$ cat config.mk
export PLATFORM = sky130hd
export DESIGN_NAME = irq_expander
export DESIGN_NICKNAME = d
export VERILOG_FILES = /design/src/rtl/irqx_pkg.sv /design/src/rtl/irqx_group.sv /design/src/rtl/irqx_vector.sv /design/src/rtl/irq_expander.sv
export SDC_FILE = /design/constraint.sdc
export NUM_CORES = 1
export LEC_CHECK = 0
export BUFFER_PORTS_ARGS = -buffer_cell sky130_fd_sc_hd__buf_4
export CELL_PAD_IN_SITES_DETAIL_PLACEMENT = 0
export CELL_PAD_IN_SITES_GLOBAL_PLACEMENT = 1
export CORE_AREA = 2 2 253 255
export DETAILED_ROUTE_END_ITERATION = 8
export DIE_AREA = 0 0 255 257
export PLACE_DENSITY_LB_ADDON = 0.15
export SYNTH_ARGS = -nofsm -noshare
export SYNTH_HDL_FRONTEND = slang
export SYNTH_SLANG_ARGS = --single-unit
$ cat constraint.sdc
create_clock -name clk_i -period 6.1 [get_ports clk_i]
set_input_delay 1.22 -clock clk_i [delete_from_list [all_inputs] [get_ports clk_i]]
set_output_delay 1.22 -clock clk_i [all_outputs]
set_load 0.02 [all_outputs]
$ cat src/rtl/irqx_pkg.sv
package irqx_pkg;
  localparam int unsigned OFS_CTRL = 0;
  localparam int unsigned OFS_ACK  = 1;
  localparam int unsigned OFS_GRP  = 2;  // group g (0-based): enable at OFS_GRP+2g, flag at +1

  typedef struct packed {
    logic vld;
    logic err;
  } rsp_kind_t;
endpackage

$ cat src/rtl/irqx_group.sv
module irqx_group #(
  parameter int unsigned NSRC = 8,
  parameter logic [NSRC-1:0] RSV = '0,
  localparam int unsigned SW = $clog2(NSRC)
) (
  input  logic            clk_i,
  input  logic            rst_ni,
  input  logic            xp_en_i,
  input  logic [NSRC-1:0] src_i,
  input  logic            en_we_i,
  input  logic            fl_we_i,
  input  logic            ack_clr_i,
  input  logic [NSRC-1:0] wdata_i,
  input  logic            take_i,
  output logic [NSRC-1:0] en_o,
  output logic [NSRC-1:0] fl_o,
  output logic            ack_o,
  output logic            irq_o,
  output logic            win_vld_o,
  output logic [SW-1:0]   win_bit_o
);
  logic [NSRC-1:0] src_q, fl_q, en_q, hit, rise, fl_keep, take_mask;
  logic            ack_q, irq_q, pend;

  assign rise      = src_i & ~src_q & ~RSV;
  assign hit       = fl_q & en_q;
  assign fl_keep   = fl_we_i ? wdata_i : '1;
  assign take_mask = (take_i && win_vld_o) ? (NSRC'(1) << win_bit_o) : '0;
  assign pend      = xp_en_i && !ack_q && (|hit);

  // lowest set bit wins
  always_comb begin
    win_vld_o = 1'b0;
    win_bit_o = '0;
    for (int i = int'(NSRC) - 1; i >= 0; i--) begin
      if (hit[i]) begin
        win_vld_o = 1'b1;
        win_bit_o = SW'(i);
      end
    end
  end

  always_ff @(posedge clk_i or negedge rst_ni) begin
    if (!rst_ni) begin
      src_q <= '0;
      fl_q  <= '0;
      en_q  <= '0;
      ack_q <= 1'b0;
      irq_q <= 1'b0;
    end else begin
      src_q <= src_i;
      fl_q  <= (fl_q & fl_keep & ~take_mask) | rise;  // new edge beats clear
      if (en_we_i) en_q <= wdata_i;
      ack_q <= (ack_q && !ack_clr_i) || pend;
      irq_q <= pend;
    end
  end

  assign en_o  = en_q;
  assign fl_o  = fl_q;
  assign ack_o = ack_q;
  assign irq_o = irq_q;

  a_r1_irq_from_clear_ack: assert property (@(posedge clk_i) disable iff (!rst_ni)
    irq_o |-> !$past(ack_o));
  a_r11_irq_needs_enable: assert property (@(posedge clk_i) disable iff (!rst_ni)
    irq_o |-> $past(xp_en_i));
  a_r5_ack_sticky: assert property (@(posedge clk_i) disable iff (!rst_ni)
    (ack_o && !ack_clr_i) |=> ack_o);
  a_r10_rsv_never_flag: assert property (@(posedge clk_i) disable iff (!rst_ni)
    (fl_o & RSV) == '0);
endmodule

$ cat src/rtl/irqx_vector.sv
module irqx_vector #(
  parameter int unsigned NGRP = 12,
  parameter int unsigned NSRC = 8,
  localparam int unsigned GW = $clog2(NGRP + 1),
  localparam int unsigned SW = $clog2(NSRC),
  localparam int unsigned VW = $clog2(NGRP * NSRC)
) (
  input  logic               clk_i,
  input  logic               rst_ni,
  input  logic               xp_en_i,
  input  logic               iack_vld_i,
  input  logic [GW-1:0]      iack_grp_i,
  input  logic               trap_vld_i,
  input  logic [GW-1:0]      trap_num_i,
  input  logic [NGRP-1:0]    win_vld_i,
  input  logic [NGRP*SW-1:0] win_bit_i,
  output logic [NGRP-1:0]    take_o,
  output logic               vec_vld_o,
  output logic [VW-1:0]      vec_idx_o,
  output logic               err_o
);
  import irqx_pkg::*;

  rsp_kind_t   nxt;
  logic [VW-1:0] nxt_idx, ia_idx, tr_idx;
  logic        ia_hit, tr_ok;
  logic [NGRP-1:0] ia_sel;

  always_comb begin
    ia_hit = 1'b0;
    ia_idx = '0;
    ia_sel = '0;
    tr_ok  = 1'b0;
    tr_idx = '0;
    for (int g = 0; g < int'(NGRP); g++) begin
      if (iack_grp_i == GW'(g + 1)) begin
        ia_sel[g] = 1'b1;
        ia_hit    = win_vld_i[g];
        ia_idx    = VW'(g * int'(NSRC)) + VW'(win_bit_i[g*SW +: SW]);
      end
      if (trap_num_i == GW'(g + 1)) begin
        tr_ok  = 1'b1;
        tr_idx = VW'(g * int'(NSRC));
      end
    end
  end

  always_comb begin
    nxt     = '0;
    nxt_idx = '0;
    take_o  = '0;
    if (xp_en_i) begin
      if (iack_vld_i) begin
        nxt.vld = ia_hit;
        nxt.err = !ia_hit;
        nxt_idx = ia_hit ? ia_idx : '0;
        take_o  = ia_sel;
      end else if (trap_vld_i) begin
        nxt.vld = tr_ok;
        nxt.err = !tr_ok;
        nxt_idx = tr_ok ? tr_idx : '0;
      end
    end
  end

  always_ff @(posedge clk_i or negedge rst_ni) begin
    if (!rst_ni) begin
      vec_vld_o <= 1'b0;
      err_o     <= 1'b0;
      vec_idx_o <= '0;
    end else begin
      vec_vld_o <= nxt.vld;
      err_o     <= nxt.err;
      vec_idx_o <= nxt_idx;
    end
  end

  a_r9_vld_err_excl: assert property (@(posedge clk_i) disable iff (!rst_ni)
    !(vec_vld_o && err_o));
  a_r6_idx_in_range: assert property (@(posedge clk_i) disable iff (!rst_ni)
    vec_vld_o |-> (int'(vec_idx_o) < int'(NGRP * NSRC)));
  a_r11_quiet_when_off: assert property (@(posedge clk_i) disable iff (!rst_ni)
    !xp_en_i |=> (!vec_vld_o && !err_o));
  a_r7_grp0_err: assert property (@(posedge clk_i) disable iff (!rst_ni)
    (xp_en_i && iack_vld_i && iack_grp_i == '0) |=> err_o);
endmodule

$ cat src/rtl/irq_expander.sv
module irq_expander #(
  parameter int unsigned NGRP = 12,
  parameter int unsigned NSRC = 8,
  parameter int unsigned DW   = 16,
  parameter int unsigned AW   = 5,
  parameter logic [NGRP*NSRC-1:0] RSV_MASK = 96'hFFFF_FFC0_FFFF_CC80_8080_8004,
  localparam int unsigned GW = $clog2(NGRP + 1),
  localparam int unsigned SW = $clog2(NSRC),
  localparam int unsigned VW = $clog2(NGRP * NSRC)
) (
  input  logic                 clk_i,
  input  logic                 rst_ni,
  input  logic [NGRP*NSRC-1:0] src_i,
  input  logic                 bus_req_i,
  input  logic                 bus_we_i,
  input  logic [AW-1:0]        bus_addr_i,
  input  logic [DW-1:0]        bus_wdata_i,
  output logic [DW-1:0]        bus_rdata_o,
  output logic [NGRP-1:0]      cpu_irq_o,
  input  logic                 iack_vld_i,
  input  logic [GW-1:0]        iack_grp_i,
  input  logic                 trap_vld_i,
  input  logic [GW-1:0]        trap_num_i,
  output logic                 vec_vld_o,
  output logic [VW-1:0]        vec_idx_o,
  output logic                 vec_err_o
);
  import irqx_pkg::*;

  logic                 wr, xp_en_q;
  logic [NSRC-1:0]      en_w [NGRP];
  logic [NSRC-1:0]      fl_w [NGRP];
  logic [NGRP-1:0]      ack_w, win_vld, take;
  logic [NGRP*SW-1:0]   win_bit;
  logic                 unused_wdata;

  assign wr           = bus_req_i && bus_we_i;
  assign unused_wdata = ^bus_wdata_i[DW-1:1];

  always_ff @(posedge clk_i or negedge rst_ni) begin
    if (!rst_ni)                                     xp_en_q <= 1'b0;
    else if (wr && bus_addr_i == AW'(OFS_CTRL))      xp_en_q <= bus_wdata_i[0];
  end

  for (genvar g = 0; g < int'(NGRP); g++) begin : g_grp
    logic en_we, fl_we, ack_clr;
    assign en_we   = wr && bus_addr_i == AW'(OFS_GRP + 2*g);
    assign fl_we   = wr && bus_addr_i == AW'(OFS_GRP + 2*g + 1);
    assign ack_clr = wr && bus_addr_i == AW'(OFS_ACK) && bus_wdata_i[g];

    irqx_group #(
      .NSRC (NSRC),
      .RSV  (RSV_MASK[g*NSRC +: NSRC])
    ) u_grp (
      .clk_i     (clk_i),
      .rst_ni    (rst_ni),
      .xp_en_i   (xp_en_q),
      .src_i     (src_i[g*NSRC +: NSRC]),
      .en_we_i   (en_we),
      .fl_we_i   (fl_we),
      .ack_clr_i (ack_clr),
      .wdata_i   (bus_wdata_i[NSRC-1:0]),
      .take_i    (take[g]),
      .en_o      (en_w[g]),
      .fl_o      (fl_w[g]),
      .ack_o     (ack_w[g]),
      .irq_o     (cpu_irq_o[g]),
      .win_vld_o (win_vld[g]),
      .win_bit_o (win_bit[g*SW +: SW])
    );
  end

  irqx_vector #(
    .NGRP (NGRP),
    .NSRC (NSRC)
  ) u_vec (
    .clk_i      (clk_i),
    .rst_ni     (rst_ni),
    .xp_en_i    (xp_en_q),
    .iack_vld_i (iack_vld_i),
    .iack_grp_i (iack_grp_i),
    .trap_vld_i (trap_vld_i),
    .trap_num_i (trap_num_i),
    .win_vld_i  (win_vld),
    .win_bit_i  (win_bit),
    .take_o     (take),
    .vec_vld_o  (vec_vld_o),
    .vec_idx_o  (vec_idx_o),
    .err_o      (vec_err_o)
  );

  // reserved offsets fall through to zero
  always_comb begin
    bus_rdata_o = '0;
    if (bus_req_i) begin
      if (bus_addr_i == AW'(OFS_CTRL)) bus_rdata_o = DW'(xp_en_q);
      if (bus_addr_i == AW'(OFS_ACK))  bus_rdata_o = DW'(ack_w);
      for (int g = 0; g < int'(NGRP); g++) begin
        if (bus_addr_i == AW'(OFS_GRP + 2*g))     bus_rdata_o = DW'(en_w[g]);
        if (bus_addr_i == AW'(OFS_GRP + 2*g + 1)) bus_rdata_o = DW'(fl_w[g]);
      end
    end
  end
endmodule

==> summary.txt <==
Final Non-Filler Cells - 2499
Top cells by area, synth - dfrtp_1 (45%), mux2_2 (7.8%), o21ai_0 (4.5%), nand2_1 (4.2%), a21oi_1 (2.9%)
Fmax - 186 MHz
DRT Pass-1 Iters - 5
Worst VDD drop - 167 uV
Dpl hpwl - 46100 um
Final hold slack - 411 ps
DRT iter0 DRCs - 1016
Hold Path Class - reg -> reg
Placer Congestion - 0.876
Register area share after synthesis - 0.454
First-pass GRT wire length - 94800 um
Number of max-cap violations - 0
Final Cycle Share - 0.880
Initial core utilization - 0.238
Power density over the cells - 291 nW/um^2
Clk root buf - clkbuf_16
Design Power - 5.20 mW
Status - completed
Area leader, netlist - dfrtp_1
Worst slew pin tran - 1130 ps
Final Instance Area - 17900 um^2
Post-synthesis cell type count - 94
Vias per cell - 5.30
Async set-reset flop share out of synthesis - 1.00
Syn Area/Cell - 9.76 um^2
Critical path required time - 4880 ps
Total global-route track usage - 0.196
Slew Limit Fails - 0
Mapped Area - 14900 um^2
Post-CTS setup buffers - 0
Rel. slew slack - 0.244
Cell Area, Placed - 16600 um^2
Port Buffer Count - 108
Syn-to-layout area delta - 19.5%
Yosys warns - 0
Row count - 92
Hold_buf cts - 0
Die footprint - 65500 um^2
Core area - 62700 um^2
Clk slew on worst S/H paths - 50 ps
Die Y-Extent - 257 um
Yosys top cell area share - 0.454
Top Ports - 168
CTS buffer count - 37
Ys flop type - dfrtp_1
Total grt overflow - 0
WL/cell - 25.6 um
Nets - 1756
Layout cells sized above 1 - 0.223
H-tree levels - 2
Worst EP arrival - 4150 ps
Setup TNS - 0 ps
Cells after Synth - 1532
EDFF count, synth - 0
Pin count of the biggest net entering global routing - 125
Hold Fails Final Rpt - 0
Die span in x - 255 um
Post-route DRC - 0
Max FO, Critical Path - 28
Worst setup path category - in -> out
Worst Setup Start Kind - primary input
# diodes - 0
CTS Sinks - 271
Worst clock skew - 21.5 ps
P_leak - 7.47 nW
Placed insts - 2432
Vias in the first global route - 13390
Clock latency on the worst-skew pair - 560 ps
Via count - 13256
CTS resizes - 0
Post-DRT Antenna Nets - 0
Synthesized flop and latch total - 271
Min cycle time layout - 5370 ps
CP endpoint kind - output pin
RSZ-0062 raised after global routing - no
Initial antenna violation count - 3
Setup violations, final - 0
DRT Wirelength - 64000 um
CTS tree - yes
Clock buffer depth - 3
## flip-flops by register name (all words and copies together), names as in the netlist, 7 cells and up
name / count
g_grp.u_grp.en_o: 96
g_grp.u_grp.ack_o: 12
g_grp.u_grp.fl_o: 96
g_grp.u_grp.src_q: 45
g_grp.u_grp.irq_o: 12
u_vec.vec_idx_o: 7
## Yosys cell counts (all sizes together), types with 8 or more instances
master  count
dfrtp     271
nand2     174
o21ai     137
mux2      106
a21oi      87
nor2       81
inv        65
nand3      62
buf        57
a22o       37
a22oi      32
clkbuf     32
o211ai     27
a31oi      25
o221ai     24
nor3       22
o221a      22
a21o       20
o22ai      20
and2       19
a211oi     16
a32oi      16
nand2b     16
nor3b      15
nor2b      10
o211a      10
o21a       10
a221oi      9
mux2i       9
and3        8
nand4       8
## layout make-up
class / count / area, um^2
Inverter: 65 / 244
Tap cell: 846 / 1060
Clock inverter: 17 / 194
Sequential cell: 271 / 6780
Timing Repair Buffer: 140 / 1070
Clock buffer: 50 / 1080
Fill cell: 6651 / 44900
Multi-Input combinational cell: 1110 / 7440
## per-stage QoR
step | setup WS [ps] | utilization
6_report | 731 | 0.285
5_1_grt | 714 | 0.285
4_1_cts | 779 | 0.285
3_5_place_dp | 788 | 0.264
3_3_place_gp | 806 | 0.264
2_1_floorplan | 1920 | -
## report_power, final
part | leakage [nW] | internal, mW | total (mW) | switching (mW)
clock | 0.630 | 1.41 | 2.29 | 0.886
combinational | 3.49 | 0.307 | 0.813 | 0.506
sequential | 3.35 | 1.94 | 2.09 | 0.153
total | 7.47 | 3.65 | 5.20 | 1.54
## path summary, 6_finish.rpt
check,startpoint,to,slack [ps],cells after the start
max,bus_addr_i[0],bus_rdata_o[1],730,9
min,g_grp[2].u_grp.src_q[6],g_grp[2].u_grp.fl_o[6],410,1
max reg2reg,xp_en_q,g_grp[8].u_grp.fl_o[5],2790,7
min reg2reg,g_grp[2].u_grp.src_q[6],g_grp[2].u_grp.fl_o[6],410,1
max in group asynchronous,rst_ni,g_grp[3].u_grp.en_o[2],4380,2
min in group asynchronous,rst_ni,g_grp[10].u_grp.irq_o,600,1
## cells in the final DEF (no fill, tap or decap), types with 18 or more instances in the layout
cell and instances:
a22o_1 37, o221ai_1 24, a22oi_1 31, nor3_1 18, clkbuf_16 39, mux2_2 103, a21oi_1 86, dfrtp_1 271
o211ai_1 27, inv_1 64, a31oi_1 25, buf_4 138, a21o_1 20, o22ai_1 20, nand3_1 61, o221a_2 20
and2_1 19, o21ai_0 133, nor2_1 72, nand2_1 169
## routing by layer
| metal | wire length (um) | global-route usage |
|---|---|---|
| met5 | 34 | 0 |
| met4 | 1620 | 0.0557 |
| met3 | 2750 | 0.0246 |
| met2 | 30600 | 0.321 |
| met1 | 29000 | 0.269 |
## cells by family (layout without fill, tap and decap cells)
| logic type | count (synthesis) | in the layout | share of synthesized area |
|---|---|---|---|
| AOI/OAI and AO/OA | 538 | 538 | 0.252 |
| buffers and inverters | 154 | 272 | 0.0499 |
| DFF | 271 | 271 | 0.454 |
| other | 1 | 4 | 0.000251 |
| muxes | 119 | 119 | 0.0924 |
| xor gates and xnor gates | 1 | 1 | 0.000586 |
| and+or+nand+nor | 448 | 448 | 0.151 |
## critical path, stage by stage
cell      delay [ps]
buf_4            330
and2b_2          480
a22oi_2          300
o21ai_0          150
a211o_1          360
a211oi_1         600
o22ai_1          230
a22o_1           280
buf_4            170
No activity file was read; power rests on OpenSTA's default activity.
